==> config.mk <==
export PLATFORM = sky130hd
export DESIGN_NAME = tr_host_regs
export DESIGN_NICKNAME = d
export VERILOG_FILES = /design/src/rtl/tr_regs_pkg.sv /design/src/rtl/tr_host_decode.sv /design/src/rtl/tr_id_bank.sv /design/src/rtl/tr_flag_bank.sv /design/src/rtl/tr_host_regs.sv
export SDC_FILE = /design/constraint.sdc
export NUM_CORES = 1
export LEC_CHECK = 0
export BUFFER_PORTS_ARGS = -buffer_cell sky130_fd_sc_hd__clkbuf_2
export CORE_ASPECT_RATIO = 1.25
export CORE_MARGIN = 1.5
export CORE_UTILIZATION = 55
export CTS_BUF_LIST = sky130_fd_sc_hd__clkbuf_8 sky130_fd_sc_hd__clkbuf_16
export CTS_CLUSTER_DIAMETER = 40
export DETAILED_ROUTE_END_ITERATION = 10
export GPL_ROUTABILITY_DRIVEN = 1
export PLACE_DENSITY = 0.79
export SYNTH_ARGS = -nofsm -noshare
export SYNTH_HDL_FRONTEND = slang
export SYNTH_HIERARCHICAL = 1
export SYNTH_SLANG_ARGS = --single-unit
==> constraint.sdc <==
create_clock -name clk -period 2 [get_ports clk]
set_input_delay 0.2 -clock clk [delete_from_list [all_inputs] [get_ports clk]]
set_output_delay 0.2 -clock clk [all_outputs]
set_load 0.03 [all_outputs]
==> src/rtl/tr_regs_pkg.sv <==
package tr_regs_pkg;

  localparam int REG_W = 8;

  typedef enum logic [2:0] {
    RA_STAT = 3'd0,
    RA_DIAG = 3'd1,
    RA_PHI  = 3'd2,
    RA_PLO  = 3'd3,
    RA_CFG  = 3'd4,
    RA_BANK = 3'd7
  } reg_addr_e;

  localparam logic [1:0] SUB_TENT = 2'd0;
  localparam logic [1:0] SUB_NODE = 2'd1;
  localparam logic [1:0] SUB_NEXT = 2'd2;

  localparam logic [REG_W-1:0] CMD_CLR_FLAGS = 8'h1E;
  localparam logic [REG_W-1:0] CMD_TX_GO     = 8'h03;
  localparam logic [REG_W-1:0] CMD_RX_ON     = 8'h04;

  localparam logic [REG_W-1:0] CFG_HW_DEFAULT = 8'h18;
  localparam int CFG_SWRST = 7;
  localparam int CFG_TXEN  = 2;

  typedef struct packed {
    logic clr_flags;
    logic tx_go;
    logic rx_on;
  } cmd_t;

  typedef struct packed {
    logic wr_cmd;
    logic wr_phi;
    logic wr_plo;
    logic wr_cfg;
    logic wr_tent;
    logic wr_node;
    logic rd_diag;
    logic rd_next;
    cmd_t cmd;
  } host_strb_t;

  // Command code to strobe set; unknown codes give no strobe
  function automatic cmd_t decode_cmd(input logic [REG_W-1:0] code);
    cmd_t c;
    c.clr_flags = (code == CMD_CLR_FLAGS);
    c.tx_go     = (code == CMD_TX_GO);
    c.rx_on     = (code == CMD_RX_ON);
    return c;
  endfunction

  function automatic logic [REG_W-1:0] pack_status(
      input logic rx, input logic [1:0] tmo, input logic por,
      input logic recon, input logic tx);
    return {rx, tmo, por, recon, 2'b00, tx};
  endfunction

  // sticky[3]=dup, [2]=rx activity, [1]=token, [0]=tentative hit
  function automatic logic [REG_W-1:0] pack_diag(
      input logic [3:0] sticky, input logic exc, input logic nnid,
      input logic line);
    return {sticky[3], sticky[2], sticky[1], exc, sticky[0], nnid, 1'b0, line};
  endfunction

  function automatic logic [REG_W-1:0] bank_read(
      input logic [1:0] sub, input logic [REG_W-1:0] tent,
      input logic [REG_W-1:0] node, input logic [REG_W-1:0] nxt);
    case (sub)
      SUB_TENT: return tent;
      SUB_NODE: return node;
      SUB_NEXT: return nxt;
      default:  return '0;
    endcase
  endfunction

endpackage

==> src/rtl/tr_host_decode.sv <==
module tr_host_decode
  import tr_regs_pkg::*;
(
  input  logic [2:0]       host_addr,
  input  logic             host_wr,
  input  logic             host_rd,
  input  logic [REG_W-1:0] host_wdata,
  input  logic [1:0]       sub,
  output host_strb_t       strb
);

  logic bank_hit;
  assign bank_hit = (host_addr == RA_BANK);

  always_comb begin
    strb.wr_cmd  = host_wr && (host_addr == RA_STAT);
    strb.wr_phi  = host_wr && (host_addr == RA_PHI);
    strb.wr_plo  = host_wr && (host_addr == RA_PLO);
    strb.wr_cfg  = host_wr && (host_addr == RA_CFG);
    strb.wr_tent = host_wr && bank_hit && (sub == SUB_TENT);
    strb.wr_node = host_wr && bank_hit && (sub == SUB_NODE);
    strb.rd_diag = host_rd && (host_addr == RA_DIAG);
    strb.rd_next = host_rd && bank_hit && (sub == SUB_NEXT);
    strb.cmd     = strb.wr_cmd ? decode_cmd(host_wdata) : '0;
  end

endmodule

==> src/rtl/tr_id_bank.sv <==
module tr_id_bank
  import tr_regs_pkg::*;
(
  input  logic             clk,
  input  logic             hw_rst_n,
  input  logic             sw_rst,
  input  logic             wr_tent,
  input  logic             wr_node,
  input  logic             rd_next,
  input  logic [REG_W-1:0] wdata,
  input  logic             nxt_upd,
  input  logic [REG_W-1:0] nxt_val,
  output logic [REG_W-1:0] tent_id,
  output logic [REG_W-1:0] node_id,
  output logic [REG_W-1:0] next_id,
  output logic             nnid,
  output logic             core_en
);

  // Hardware-reset-only identity registers
  always_ff @(posedge clk or negedge hw_rst_n) begin
    if (!hw_rst_n) begin
      tent_id <= '0;
      node_id <= '0;
    end else begin
      if (wr_tent) tent_id <= wdata;
      if (wr_node) node_id <= wdata;
    end
  end

  // Next ID and its interrupt flag: both reset domains
  always_ff @(posedge clk or negedge hw_rst_n) begin
    if (!hw_rst_n) begin
      next_id <= '0;
      nnid    <= 1'b0;
    end else if (sw_rst) begin
      next_id <= '0;
      nnid    <= 1'b0;
    end else begin
      if (nxt_upd) next_id <= nxt_val;
      if (nxt_upd)      nnid <= 1'b1;
      else if (rd_next) nnid <= 1'b0;
    end
  end

  assign core_en = (node_id != '0);

  a_r4_update_sets: assert property (@(posedge clk) disable iff (!hw_rst_n)
    (nxt_upd && !sw_rst) |=> nnid)
    else $error("a_r4_update_sets");

  a_r4_read_clears: assert property (@(posedge clk) disable iff (!hw_rst_n)
    (rd_next && !nxt_upd) |=> !nnid)
    else $error("a_r4_read_clears");

  a_r3_wake: assert property (@(posedge clk) disable iff (!hw_rst_n)
    (wr_node && wdata != '0) |=> core_en)
    else $error("a_r3_wake");

  a_r3_sleep: assert property (@(posedge clk) disable iff (!hw_rst_n)
    (wr_node && wdata == '0) |=> !core_en)
    else $error("a_r3_sleep");

  a_r7_node_kept: assert property (@(posedge clk) disable iff (!hw_rst_n)
    (sw_rst && !wr_node) |=> (node_id == $past(node_id)))
    else $error("a_r7_node_kept");

endmodule

==> src/rtl/tr_flag_bank.sv <==
module tr_flag_bank
  import tr_regs_pkg::*;
#(
  parameter int N_STICKY = 4
) (
  input  logic                clk,
  input  logic                hw_rst_n,
  input  logic                sw_rst,
  input  logic                rd_diag,
  input  cmd_t                cmd,
  input  logic [N_STICKY-1:0] ev_sticky,
  input  logic                ev_excess_nak,
  input  logic                ev_rx_done,
  input  logic                ev_tx_done,
  input  logic                ev_recon,
  output logic [N_STICKY-1:0] sticky,
  output logic                excnak,
  output logic                st_rx,
  output logic                st_por,
  output logic                st_recon,
  output logic                st_tx
);

  // Read-clear diagnostic flags; a set event beats a clearing read
  for (genvar g = 0; g < N_STICKY; g++) begin : g_sticky
    always_ff @(posedge clk or negedge hw_rst_n) begin
      if (!hw_rst_n)         sticky[g] <= 1'b0;
      else if (sw_rst)       sticky[g] <= 1'b0;
      else if (ev_sticky[g]) sticky[g] <= 1'b1;
      else if (rd_diag)      sticky[g] <= 1'b0;
    end
  end

  always_ff @(posedge clk or negedge hw_rst_n) begin
    if (!hw_rst_n) begin
      excnak   <= 1'b0;
      st_rx    <= 1'b1;
      st_por   <= 1'b1;
      st_recon <= 1'b0;
      st_tx    <= 1'b1;
    end else if (sw_rst) begin
      excnak   <= 1'b0;
      st_rx    <= 1'b1;
      st_por   <= 1'b1;
      st_recon <= 1'b0;
      st_tx    <= 1'b1;
    end else begin
      if (ev_excess_nak)      excnak <= 1'b1;
      else if (cmd.clr_flags) excnak <= 1'b0;
      if (ev_rx_done)         st_rx <= 1'b1;
      else if (cmd.rx_on)     st_rx <= 1'b0;
      if (ev_tx_done)         st_tx <= 1'b1;
      else if (cmd.tx_go)     st_tx <= 1'b0;
      if (ev_recon)           st_recon <= 1'b1;
      else if (cmd.clr_flags) st_recon <= 1'b0;
      if (cmd.clr_flags)      st_por <= 1'b0;
    end
  end

  a_r6_excnak_hold: assert property (@(posedge clk) disable iff (!hw_rst_n)
    (excnak && !cmd.clr_flags && !sw_rst) |=> excnak)
    else $error("a_r6_excnak_hold");

  a_r5_read_clear: assert property (@(posedge clk) disable iff (!hw_rst_n)
    (rd_diag && !ev_sticky[N_STICKY-1] && !sw_rst) |=> !sticky[N_STICKY-1])
    else $error("a_r5_read_clear");

  a_r5_read_keeps_exc: assert property (@(posedge clk) disable iff (!hw_rst_n)
    (rd_diag && excnak && !cmd.clr_flags && !sw_rst) |=> excnak)
    else $error("a_r5_read_keeps_exc");

  a_r8_rx_set: assert property (@(posedge clk) disable iff (!hw_rst_n)
    (ev_rx_done && !sw_rst) |=> st_rx)
    else $error("a_r8_rx_set");

endmodule

==> src/rtl/tr_host_regs.sv <==
module tr_host_regs
  import tr_regs_pkg::*;
#(
  parameter int ADDR_W = 11
) (
  input  logic              clk,
  input  logic              hw_rst_n,
  input  logic [2:0]        host_addr,
  input  logic              host_wr,
  input  logic              host_rd,
  input  logic [7:0]        host_wdata,
  output logic [7:0]        host_rdata,
  input  logic              nxt_upd,
  input  logic [7:0]        nxt_val,
  input  logic              ev_dup_id,
  input  logic              ev_rx_act,
  input  logic              ev_token,
  input  logic              ev_tent_hit,
  input  logic              ev_excess_nak,
  input  logic              ev_rx_done,
  input  logic              ev_tx_done,
  input  logic              ev_recon,
  input  logic              line_active,
  output logic              core_en,
  output logic              rx_en,
  output logic              net_join,
  output logic              irq_new_next,
  output logic [ADDR_W-1:0] ram_addr
);

  localparam int HI_W     = ADDR_W - REG_W;
  localparam int N_STICKY = 4;

  function automatic logic [ADDR_W-1:0] join_ptr(
      input logic [REG_W-1:0] hi, input logic [REG_W-1:0] lo);
    return {hi[HI_W-1:0], lo};
  endfunction

  logic [REG_W-1:0]    cfg;
  logic [REG_W-1:0]    ptr_hi;
  logic [ADDR_W-1:0]   ram_ptr;
  logic                sw_rst;
  host_strb_t          strb;
  logic [REG_W-1:0]    tent_id, node_id, next_id;
  logic                nnid;
  logic [N_STICKY-1:0] sticky;
  logic                excnak, st_rx, st_por, st_recon, st_tx;
  logic [REG_W-1:0]    status_byte, diag_byte;

  assign sw_rst = cfg[CFG_SWRST];

  tr_host_decode u_decode (
    .host_addr (host_addr),
    .host_wr   (host_wr),
    .host_rd   (host_rd),
    .host_wdata(host_wdata),
    .sub       (cfg[1:0]),
    .strb      (strb)
  );

  tr_id_bank u_ids (
    .clk     (clk),
    .hw_rst_n(hw_rst_n),
    .sw_rst  (sw_rst),
    .wr_tent (strb.wr_tent),
    .wr_node (strb.wr_node),
    .rd_next (strb.rd_next),
    .wdata   (host_wdata),
    .nxt_upd (nxt_upd),
    .nxt_val (nxt_val),
    .tent_id (tent_id),
    .node_id (node_id),
    .next_id (next_id),
    .nnid    (nnid),
    .core_en (core_en)
  );

  tr_flag_bank #(.N_STICKY(N_STICKY)) u_flags (
    .clk          (clk),
    .hw_rst_n     (hw_rst_n),
    .sw_rst       (sw_rst),
    .rd_diag      (strb.rd_diag),
    .cmd          (strb.cmd),
    .ev_sticky    ({ev_dup_id, ev_rx_act, ev_token, ev_tent_hit}),
    .ev_excess_nak(ev_excess_nak),
    .ev_rx_done   (ev_rx_done),
    .ev_tx_done   (ev_tx_done),
    .ev_recon     (ev_recon),
    .sticky       (sticky),
    .excnak       (excnak),
    .st_rx        (st_rx),
    .st_por       (st_por),
    .st_recon     (st_recon),
    .st_tx        (st_tx)
  );

  // Configuration: hardware reset only
  always_ff @(posedge clk or negedge hw_rst_n) begin
    if (!hw_rst_n)       cfg <= CFG_HW_DEFAULT;
    else if (strb.wr_cfg) cfg <= host_wdata;
  end

  // Packet memory pointer: no reset, value undefined until written
  always_ff @(posedge clk) begin
    if (strb.wr_phi) ptr_hi  <= host_wdata;
    if (strb.wr_plo) ram_ptr <= join_ptr(ptr_hi, host_wdata);
  end

  assign status_byte = pack_status(st_rx, cfg[6:5], st_por, st_recon, st_tx);
  assign diag_byte   = pack_diag(sticky, excnak, nnid, line_active);

  always_comb begin
    case (host_addr)
      RA_STAT: host_rdata = status_byte;
      RA_DIAG: host_rdata = diag_byte;
      RA_PHI:  host_rdata = ptr_hi;
      RA_PLO:  host_rdata = ram_ptr[REG_W-1:0];
      RA_CFG:  host_rdata = cfg;
      RA_BANK: host_rdata = bank_read(cfg[1:0], tent_id, node_id, next_id);
      default: host_rdata = '0;
    endcase
  end

  assign rx_en        = core_en;
  assign net_join     = core_en && cfg[CFG_TXEN];
  assign irq_new_next = nnid;
  assign ram_addr     = ram_ptr;

  a_r9_hi_stages: assert property (@(posedge clk) disable iff (!hw_rst_n)
    (strb.wr_phi && !strb.wr_plo) |=> $stable(ram_addr))
    else $error("a_r9_hi_stages");

  a_r10_bad_cmd: assert property (@(posedge clk) disable iff (!hw_rst_n)
    (strb.wr_cmd && decode_cmd(host_wdata) == '0 && !sw_rst &&
     !ev_rx_done && !ev_tx_done && !ev_recon) |=> $stable(status_byte))
    else $error("a_r10_bad_cmd");

endmodule

==> results of run 1 <==
worst max-delay path by stage:
stage / slack, ns / endpoint / depth (start not counted) / startpoint
floorplan: 0.26 / host_rdata[1] / 4 / cfg[1]
global placement: 0.23 / host_rdata[7] / 7 / host_addr[0]
detailed placement: 0.24 / host_rdata[2] / 5 / cfg[0]
CTS: 0.006 / host_rdata[2] / 5 / cfg[0]
global route: -0.02 / host_rdata[1] / 6 / cfg[0]
finish: 0.07 / host_rdata[4] / 5 / cfg[0]
cell type report:
class	count	share of cell area, %
multi-input cells	153	34.12
well taps	62	2.159
clock buffers	12	4.596
flip-flops and latches	61	45.37
clock inverters	4	0.4526
inverters	12	1.253
repair buffers	72	12.05
per-layer routing:
layer  global-route usage [%]  up-vias  wire (um)
met5                        0        -          0
met4                    9.269        0         86
met3                    6.345        9        361
met2                    39.51       64       3438
met1                    32.59     1060       2936
li1                         -     1010          -
stage by stage:
step | area [um^2] | utilization, % | instances | power [mW]
floorplan | 2998 | - | 240 | 2.320
global placement | 3347 | 64.96 | 356 | 2.562
detailed placement | 3347 | 64.96 | 356 | 2.587
CTS | 3545 | 68.80 | 373 | 3.577
global route | 3593 | 69.74 | 376 | 3.784
finish | 3593 | 69.74 | 376 | 3.609
worst reg2reg max path, delay by kind of cell (launching register included):
family,cells,cell delay (ns)
flops,1,0.46
buf+inv,2,0.43
mux,1,0.32
simple gates,1,0.26
Yosys cell counts:
library cell,instances
dfrtp_1,37
mux2i_1,19
nor2b_1,6
a21o_1,1
o221ai_1,1
or4b_1,2
edfxtp_1,19
a32oi_1,1
nand3_1,1
buf_4,3
o21ai_0,5
and4bb_2,1
and4_1,1
inv_1,11
nor2_1,22
o211ai_1,3
buf_6,7
a32o_1,1
nand4b_1,2
dfstp_2,5
mux2_2,15
o21ai_1,1
or4b_4,1
nor4_1,5
buf_2,2
mux2_4,16
clkbuf_1,2
and2_1,1
a21oi_1,19
nand2b_1,8
nor3b_1,2
nand2_1,7
a22oi_1,3
nor4bb_1,1
nor3b_2,1
nor3_1,4
inv_2,1
a221oi_2,1
o22a_1,2
kinds of logic (layout without fill, tap and decap cells):
family	Yosys count	in the layout
AND/OR/NAND/NOR	65	65
flip-flops	61	61
multiplexers	50	50
AO/OA/AOI/OAI	38	38
buffers and inverters	26	100
report_power, final:
part           switching (mW)  internal, mW
registers               0.186          1.52
clock network           0.447         0.536
logic                   0.447         0.469
registers in the layout, summed over array words and instances, names as in the netlist:
| register | cells |
|---|---|
| u_ids/node_id | 8 |
| u_ids/tent_id | 8 |
| u_flags/excnak | 1 |
| u_flags/st_rx | 1 |
| u_ids/nnid | 1 |
| ram_addr | 11 |
| u_flags/sticky | 4 |
| ptr_hi | 8 |
| u_flags/st_recon | 1 |
| cfg | 8 |
| u_flags/st_por | 1 |
| u_flags/st_tx | 1 |
| u_ids/next_id | 8 |
what timing repair did:
action / in CTS / in global routing
setup buffers: 0 / 3
hold endpoints to repair: 37 / 0
resized for setup: 3 / 14
hold buffers: 1 / 0
setup endpoints to repair: 5 / 8
==> metrics.txt, run 1 <==
reg-to-reg startpoint=cfg[0]; number of max-cap violations=0; final WL=6.822 mm; HP Start=ev_dup_id; CTS tree=built; First-pass DRT Iterations=4; compound-cell area share of the yosys netlist=7.930%; sequential element share of the synthesized area=roughly 54%; Final ANT Viol Nets=0; core area=5152 um^2; combinational family with the most area after synthesis=multiplexers; FMAX=around 520 MHz; crit path DAT=1.73 ns; actual slew at the worst max-slew pin=0.5505 ns; Crit Path Max Fanout=6; slowest CP cell=dfrtp_2; worst skew pair latency=0.34 ns; global-route wire length before repair=11.12 mm; full die area=5906 um^2; Max Root-Sink Buffers=2; most frequent cells in the layout=clkbuf_2 (49), dfrtp_1 (35), nor2_1 (22), buf_4 (20); register bit total from synthesis=slightly above 60; setup ws final=0.06703 ns; Place WS=0.2390 ns; Synth Area in Simple Gates=between 10% and 20%; TritonCTS buffer count=9; syn_nets=between 200 and 300; vias per cell=around 5.7; grt ovf=0; Post-Synth XOR/XNOR Area=0%; Multi-input gate area=1226 um^2; total track usage=approximately a quarter; crit end category=output port; final setup TNS=0 ns; largest net degree at the start of global routing=43; Tcrit/Tclk final=96.65%; CTS sink count=61; DRT iter0 DRCs=roughly 170; Clock transition at path regs=~0.07 ns; commonest non-fill, non-tap cell in the layout=clkbuf_2; Worst R2R Setup Slack=0.42 ns; Yosys Warn Count=6; Final Hold Fails=0; RSZ-0062 raised after global routing=yes; # IOs=56; Synth top area share=a little under a third; worst clock skew=0.006191 ns; I/O Buffers=between 50 and 60; critical path startpoint category=register; antenna violations before repair=0; Post-Syn Area per Cell=12.49 um^2; reg2reg path depth=4; Leak=between 1.5 and 2 nW; Distinct cells, synth=39; PwrDens=1004 nW/um^2; Reg-to-Reg End=u_ids/tent_id[4]; register area=1630 um^2; hold path endpoint=u_flags/sticky[3]; status=finished clean; Routability Congestion=~0.90; Syn Std Cell Area=2998 um^2; Hold WS=0.06726 ns; CP required=1.80 ns; Avg WL per Cell=18.14 um; final number of setup-violating endpoints=0; share of layout cells above drive strength 1=approximately two fifths; Synth Area in Adders=0%; minimum clock period=1.933 ns; Cell Rows=29; CTS root buf=clkbuf_8; slew margin rel.=between 60% and 70%; worst min path class=input port to register; worst path bufs/invs=2; Via Count=2143; Inserted Diodes=0; Initial Util=approximately 58%; vias in the first global route=2224; placed wire-length estimate=4.953 mm; Nets=342; dominant cells by area after synthesis=dfrtp_1 (31%), edfxtp_1 (19%), mux2_4 (8.0%); peak supply drop=0.0007785 V; crit-path max cell delay=around 0.44 ns; Area Overhead vs Synth=19.87%; H-tree depth=3; Setup Crit Path Kind=register to output port; number of remaining DRC errors=0; Die Y-Extent=85.55 um; CP top delay family=flip-flops; cell count after synthesis=240; post-synthesis mux area share=roughly 20%; worst hold path depth=3; fillers=385; Chip Width=69.04 um; top cell type by total area after synthesis=dfrtp_1; Cell Chain, Critical Path=buf_12 -> mux2_2 -> a22oi_1 -> o211ai_1 -> clkbuf_2; Slew Viols, Final=0
No activity file was read; power rests on OpenSTA's default activity.
==> run 2, diff against run 1 <==
--- a/config.mk
+++ b/config.mk
@@ -6,7 +6,7 @@
 export NUM_CORES = 1
 export LEC_CHECK = 0
 export BUFFER_PORTS_ARGS = -buffer_cell sky130_fd_sc_hd__clkbuf_2
-export CORE_ASPECT_RATIO = 1.25
+export CORE_ASPECT_RATIO = 0.8
 export CORE_MARGIN = 1.5
 export CORE_UTILIZATION = 55
 export CTS_BUF_LIST = sky130_fd_sc_hd__clkbuf_8 sky130_fd_sc_hd__clkbuf_16
==> run 2 against run 1 <==
  * The run now ends with DRC left
  * Sequential share of layout area decreased by 0.47 points
  * Combinational power decreased by 2%
  * First-iteration DRC count increased by 7.7%
  * Register-to-register slack got worse by 0.13 ns
  * Total power increased by 7.2%
  * Maximum frequency increased by 0.98%
  * Clock power increased by 28%
  * Die area unchanged
  * Clock-buffer cell count decreased by 3
  * Cell count unchanged
  * Sequential power about the same
  * Critical path type unchanged
  * Largest cell class unchanged
  * Highest routed layer unchanged
==> metrics.txt, run 2 (synthesized netlist as in run 1, its figures left out) <==
actual slew at the worst max-slew pin=0.7137 ns (+0.1632 ns); Crit Path Max Fanout=7 (+1); status=finished with violations; reg2reg path depth=5 (+1); Final Hold Fails=0 (unchanged); placed cells=357 (+0.28%); Leak=1.655 nW (+1.0%); global-route wire length before repair=11.21 mm (+0.87%); I/O Buffers=55 (unchanged); CTS root buf=clkbuf_8; minimum clock period=1.914 ns (-0.01877 ns); placed wire-length estimate=5.057 mm (+2.1%); core area=5122 um^2 (-0.58%); vias in the first global route=2175 (-2.2%); grt ovf=0 (unchanged); Cell Chain, Critical Path=buf_2 -> nor3b_4 -> nand2_1 -> o211ai_1 -> buf_4; commonest non-fill, non-tap cell in the layout=clkbuf_2; total track usage=25.29% (+0.65 points); most frequent cells in the layout=clkbuf_2 (51), dfrtp_1 (35), nor2_1 (22); Area Overhead vs Synth=21.12%; final number of setup-violating endpoints=0 (unchanged); vias per cell=5.737 (+0.65%); Max Root-Sink Buffers=2 (unchanged); Setup Crit Path Kind=register to output port; CTS tree=built; share of layout cells above drive strength 1=42.36% (+0.64 points); Clock transition at path regs=0.06 ns (about the same); max reg flops=11 (unchanged); CTS sink count=61 (unchanged); antenna violations before repair=0 (unchanged); Initial Util=58.52% (+0.34 points); Final ANT Viol Nets=0 (unchanged); slew margin rel.=51.77% (-11 points); FMAX=522.4 MHz (+0.98%); Via Count=2157 (+0.65%); Chip Width=85.55 um (+24%); Inserted Diodes=0 (unchanged); crit path DAT=1.71 ns (-0.02 ns); Slew Viols, Final=0 (unchanged); TritonCTS buffer count=9 (unchanged); final WL=6.901 mm (+1.2%); RSZ-0062 raised after global routing=yes; Die Y-Extent=69.04 um (-19%); Cell Rows=23 (-21%); worst hold path depth=3 (unchanged); # IOs=56 (unchanged); largest net degree at the start of global routing=20 (-53%); Tcrit/Tclk final=95.71% (-0.94 points); CP required=1.80 ns (about the same); First-pass DRT Iterations=8 (+4); crit-path max cell delay=0.46 ns (+0.02 ns); critical path startpoint category=register; PwrDens=1065 nW/um^2 (+6.1%); Nets=343 (+0.29%); slowest CP cell=dfrtp_2; worst skew pair latency=0.34 ns (about the same); Hold WS=0.06503 ns (-0.002231 ns); peak supply drop=0.0006153 V (-21%); worst min path class=input port to register; Routability Congestion=0.8134 (-9.8%); worst clock skew=0.007954 ns (+0.001763 ns); failing checks=DRC; non-filler cells in the finished layout=376 (unchanged); crit end category=output port; H-tree depth=3 (unchanged); number of remaining DRC errors=6 (+6); number of max-cap violations=0 (unchanged); Avg WL per Cell=18.35 um (+1.2%); full die area=5906 um^2 (unchanged); DRT iter0 DRCs=181 (+7.7%)
run 2: cell types whose count changed in the layout (fill, tap and decap cells not counted), sizes merged:
cell and delta:
bufinv +3, clkbuf -2, inv -2, clkinv +1
run 2: per-layer routing:
metal  track usage [%]  up-vias  wire, um
met5                 0        -         0
met4             6.452        0        59
met3             7.425        6       498
met2             37.10       85      3112
met1             37.07     1063      3230
li1                  -     1003         -
run 2: worst max-delay path, delay by kind of cell, from the launching register on:
family                 cells  cell delay (ns)
AND/OR/NAND/NOR            2             0.38
flip-flops                 1             0.46
AO/OA/AOI/OAI              1             0.14
buffers and inverters      2             0.40
run 2: what timing repair did:
item	in CTS	in global routing
gates resized for setup	3	10
setup buffers	0	3
setup endpoints to repair	8	7
hold buffers	1	0
pin swaps	0	1
endpoints found under the hold margin	16	0
run 2: through the flow:
stage	total power [mW]	worst slack (ns)	util, %	area, um^2	TNS [ns]
after CTS	3.860	0.02229	70.22	3597	0
after global placement	2.555	0.2764	65.49	3354	0
final	3.869	0.08580	70.88	3631	0
after detailed placement	2.586	0.2511	65.49	3354	0
after global routing	4.037	-0.02201	70.88	3631	-0.03711
after floorplan	2.320	0.2629	-	2998	0
run 2: layout make-up:
cell class | count | area (um^2)
sequential | 61 | 1630
fill | 388 | 1491
multi-input combinational | 153 | 1232
timing repair buffer | 73 | 417.9
clock buffer | 9 | 123.9
clock inverter | 6 | 103.9
tap | 62 | 77.57
inverter | 12 | 45.04
run 2: final timing paths:
kind | endpoint | slack [ns] | start
worst max register to register | u_ids/tent_id[0] | 0.29 | cfg[0]
min in group asynchronous | u_flags/sticky[2] | 0.34 | hw_rst_n
worst min-delay path | u_flags/st_tx | 0.07 | ev_tx_done
worst min register to register | ram_addr[8] | 0.45 | ptr_hi[0]
worst max-delay path | host_rdata[0] | 0.09 | cfg[0]
max in group asynchronous | u_flags/st_por | 1.05 | hw_rst_n
run 2: power breakdown:
part           internal (mW)  total, mW  switching [mW]
Sequential              1.52       1.71           0.183
Combinational          0.454      0.899           0.445
Clock                  0.811       1.26           0.451
==> run 3, diff against run 2 <==
--- a/config.mk
+++ b/config.mk
@@ -16,5 +16,4 @@
 export PLACE_DENSITY = 0.79
 export SYNTH_ARGS = -nofsm -noshare
 export SYNTH_HDL_FRONTEND = slang
-export SYNTH_HIERARCHICAL = 1
 export SYNTH_SLANG_ARGS = --single-unit
==> run 3 against run 2 <==
  * The run now ends clean
  * Via count increased by 0.37%
  * Wire length decreased by 1.9%
  * Highest routed layer unchanged
  * Maximum frequency shrank 2.4%
  * Critical endpoint is now host_rdata[4]
  * Sequential power about the same
  * Critical path depth is the same
  * Sequential cell count unchanged
  * Clock skew fell by 0.0019 ns
  * Global-route usage down 0.20 points
  * Synthesized area shrank 2.7%
  * Critical path type unchanged
==> metrics.txt, run 3 <==
status=finished clean; I/O Buffers=55 (unchanged); vias in the first global route=2009 (-7.6%); grt ovf=0 (unchanged); fillers=373 (-3.9%); worst skew pair latency=0.34 ns (about the same); H-tree depth=3 (unchanged); sequential element share of the synthesized area=55.81% (+1.5 points); placed wire-length estimate=4.714 mm (-6.8%); Area Overhead vs Synth=23.08%; Routability Congestion=0.8697 (+6.9%); syn_nets=260 (-4.8%); reg-to-reg startpoint=cfg[0]; most common cell in the synthesized netlist=mux2_2; Distinct cells, synth=44 (+13%); crit path DAT=1.76 ns (+0.05 ns); Post-Syn Area per Cell=12.85 um^2 (+2.9%); Die Y-Extent=68.13 um (-1.3%); antenna violations before repair=0 (unchanged); Clock transition at path regs=0.07 ns (about the same); Cell Rows=23 (unchanged); Syn Std Cell Area=2917 um^2 (-2.7%); Final ANT Viol Nets=0 (unchanged); reg2reg path depth=5 (unchanged); core area=5065 um^2 (-1.1%); CTS sink count=61 (unchanged); CP top delay family=flip-flops; FMAX=509.7 MHz (-2.4%); max reg flops=11 (unchanged); Final Hold Fails=0 (unchanged); dominant cells by area after synthesis=dfrtp_1 (32%), edfxtp_1 (20%), mux2_2 (15%); Avg WL per Cell=18.65 um (+1.6%); critical path startpoint category=register; Slew Viols, Final=0 (unchanged); First-pass DRT Iterations=5 (-3); vias per cell=5.964 (+4.0%); Async SR Flop Fraction=68.85% (unchanged); share of layout cells above drive strength 1=45.85% (+3.5 points); Max Root-Sink Buffers=2 (unchanged); most frequent cells in the layout=clkbuf_2 (49), mux2_2 (38), dfrtp_1 (35), nor2_1 (23), edfxtp_1 (19); register bit total from synthesis=61 (unchanged); Post-synth top flop=dfrtp_1; crit end category=output port; Worst R2R Setup Slack=0.34 ns (+0.05 ns); Synth top cells by count=mux2_2 (38), dfrtp_1 (37), nor2_1 (23), edfxtp_1 (19), mux2i_1 (14); full die area=5751 um^2 (-2.6%); commonest non-fill, non-tap cell in the layout=clkbuf_2; Initial Util=57.58% (-0.94 points); final setup TNS=0 ns (unchanged); total power=3.829 mW (-1.0%); top cell type by total area after synthesis=dfrtp_1; Setup Crit Path Kind=register to output port; Tcrit/Tclk final=98.09% (+2.4 points); Crit Path Max Fanout=5 (-2); number of remaining DRC errors=0 (-6); CP required=1.80 ns (about the same); Chip Width=84.42 um (-1.3%); fin area=3590 um^2 (-1.1%); PwrDens=1067 nW/um^2 (+0.12%); Synth top area share=31.75% (+0.86 points); total track usage=25.09% (-0.20 points); Inserted Diodes=0 (unchanged); Worst Setup SP=cfg[0]; cell count after synthesis=227 (-5.4%); CTS tree=built; worst min path class=input port to register; Placed Area=3289 um^2 (-1.9%); worst setup path endpoint=host_rdata[4]; Worst path depth=5 (unchanged); final WL=6.771 mm (-1.9%); Cell Chain, Critical Path=buf_4 -> mux2_2 -> a22oi_1 -> a31oi_1 -> buf_4; minimum clock period=1.962 ns (+0.04770 ns); global-route wire length before repair=10.41 mm (-7.2%); slowest CP cell=dfrtp_2; CTS root buf=clkbuf_8; DRT iter0 DRCs=111 (-39%); Reg-to-Reg End=u_ids.tent_id[0]; Yosys Warn Count=0 (-6); cell mode on critical path=buf_4; final number of setup-violating endpoints=0 (unchanged); crit-path max cell delay=0.40 ns (-0.06 ns); slew margin rel.=64.64% (+13 points); largest net degree at the start of global routing=43 (+110%); worst clock skew=0.006014 ns (-0.001940 ns); peak supply drop=0.0006824 V (+11%); Leak=1.579 nW (-4.6%); TritonCTS buffer count=9 (unchanged); Post-synth EDFFs=19 (unchanged); worst path bufs/invs=2 (unchanged); Via Count=2165 (+0.37%); # IOs=56 (unchanged); number of max-cap violations=0 (unchanged); actual slew at the worst max-slew pin=0.5304 ns (-0.1833 ns); Nets=329 (-4.1%)
==> run 3: final cells by class <==
class	count	area, um^2	area share, %
sequential	61	1630	45.42
clock inverter	7	106.4	2.963
timing repair buffer	72	425.4	11.85
inverter	2	7.507	0.2091
tap	62	77.57	2.161
multi-input combinational	150	1219	33.95
clock buffer	9	123.9	3.451
==> run 3: worst min path at each step <==
stage / start / to / slack (ns) / cells after the start
after floorplan: hw_rst_n / cfg[0] / -0.1 / 0
after global placement: hw_rst_n / u_ids.node_id[4] / 0.30 / 2
after detailed placement: hw_rst_n / u_flags.excnak / 0.30 / 2
after CTS: ev_tx_done / u_flags.st_tx / 0.03 / 2
after global routing: ev_tx_done / u_flags.st_tx / 0.03 / 2
final: ev_tx_done / u_flags.st_tx / 0.04 / 2
==> run 3: power by group <==
group | total [mW] | internal [mW] | switching (mW)
Combinational | 0.867 | 0.424 | 0.442
Sequential | 1.69 | 1.52 | 0.165
Clock | 1.28 | 0.812 | 0.464
Total | 3.83 | 2.76 | 1.07
==> run 3: cell families (layout without fill, tap and decap cells) <==
| family | Yosys count | after routing | share of synthesized area, % |
|---|---|---|---|
| simple gates | 63 | 63 | 13.51 |
| flops | 61 | 61 | 55.81 |
| mux | 52 | 52 | 19.48 |
| compound gates | 35 | 35 | 8.623 |
| buf+inv | 16 | 90 | 2.574 |
==> run 3: per-stage QoR <==
step                instances  setup WS (ns)  hold WS (ns)  util, %
floorplan                 227         0.1703      -0.09559        -
global placement          340         0.3295        0.3041    64.95
detailed placement        340         0.2826        0.3025    64.95
CTS                       357        0.02214       0.02952    69.74
global route              363      -0.003588       0.02856    70.87
finish                    363        0.03811       0.04173    70.87
==> run 3: per-layer routing <==
metal  up-vias  wire length, um  track usage (%)
met5         -                0                0
met4         0              108            9.879
met3        12              608            8.444
met2       110             3216            37.60
li1        984                -                -
met1      1059             2838            34.26
==> run 3: repair_timing <==
item | 4_1_cts | 5_1_grt
hold endpoints to repair | 37 | 0
hold buffers | 1 | 0
setup endpoints to repair | 8 | 8
setup buffers | 0 | 6
gates cloned | 0 | 0
pin swaps | 0 | 1
resized for setup | 2 | 16
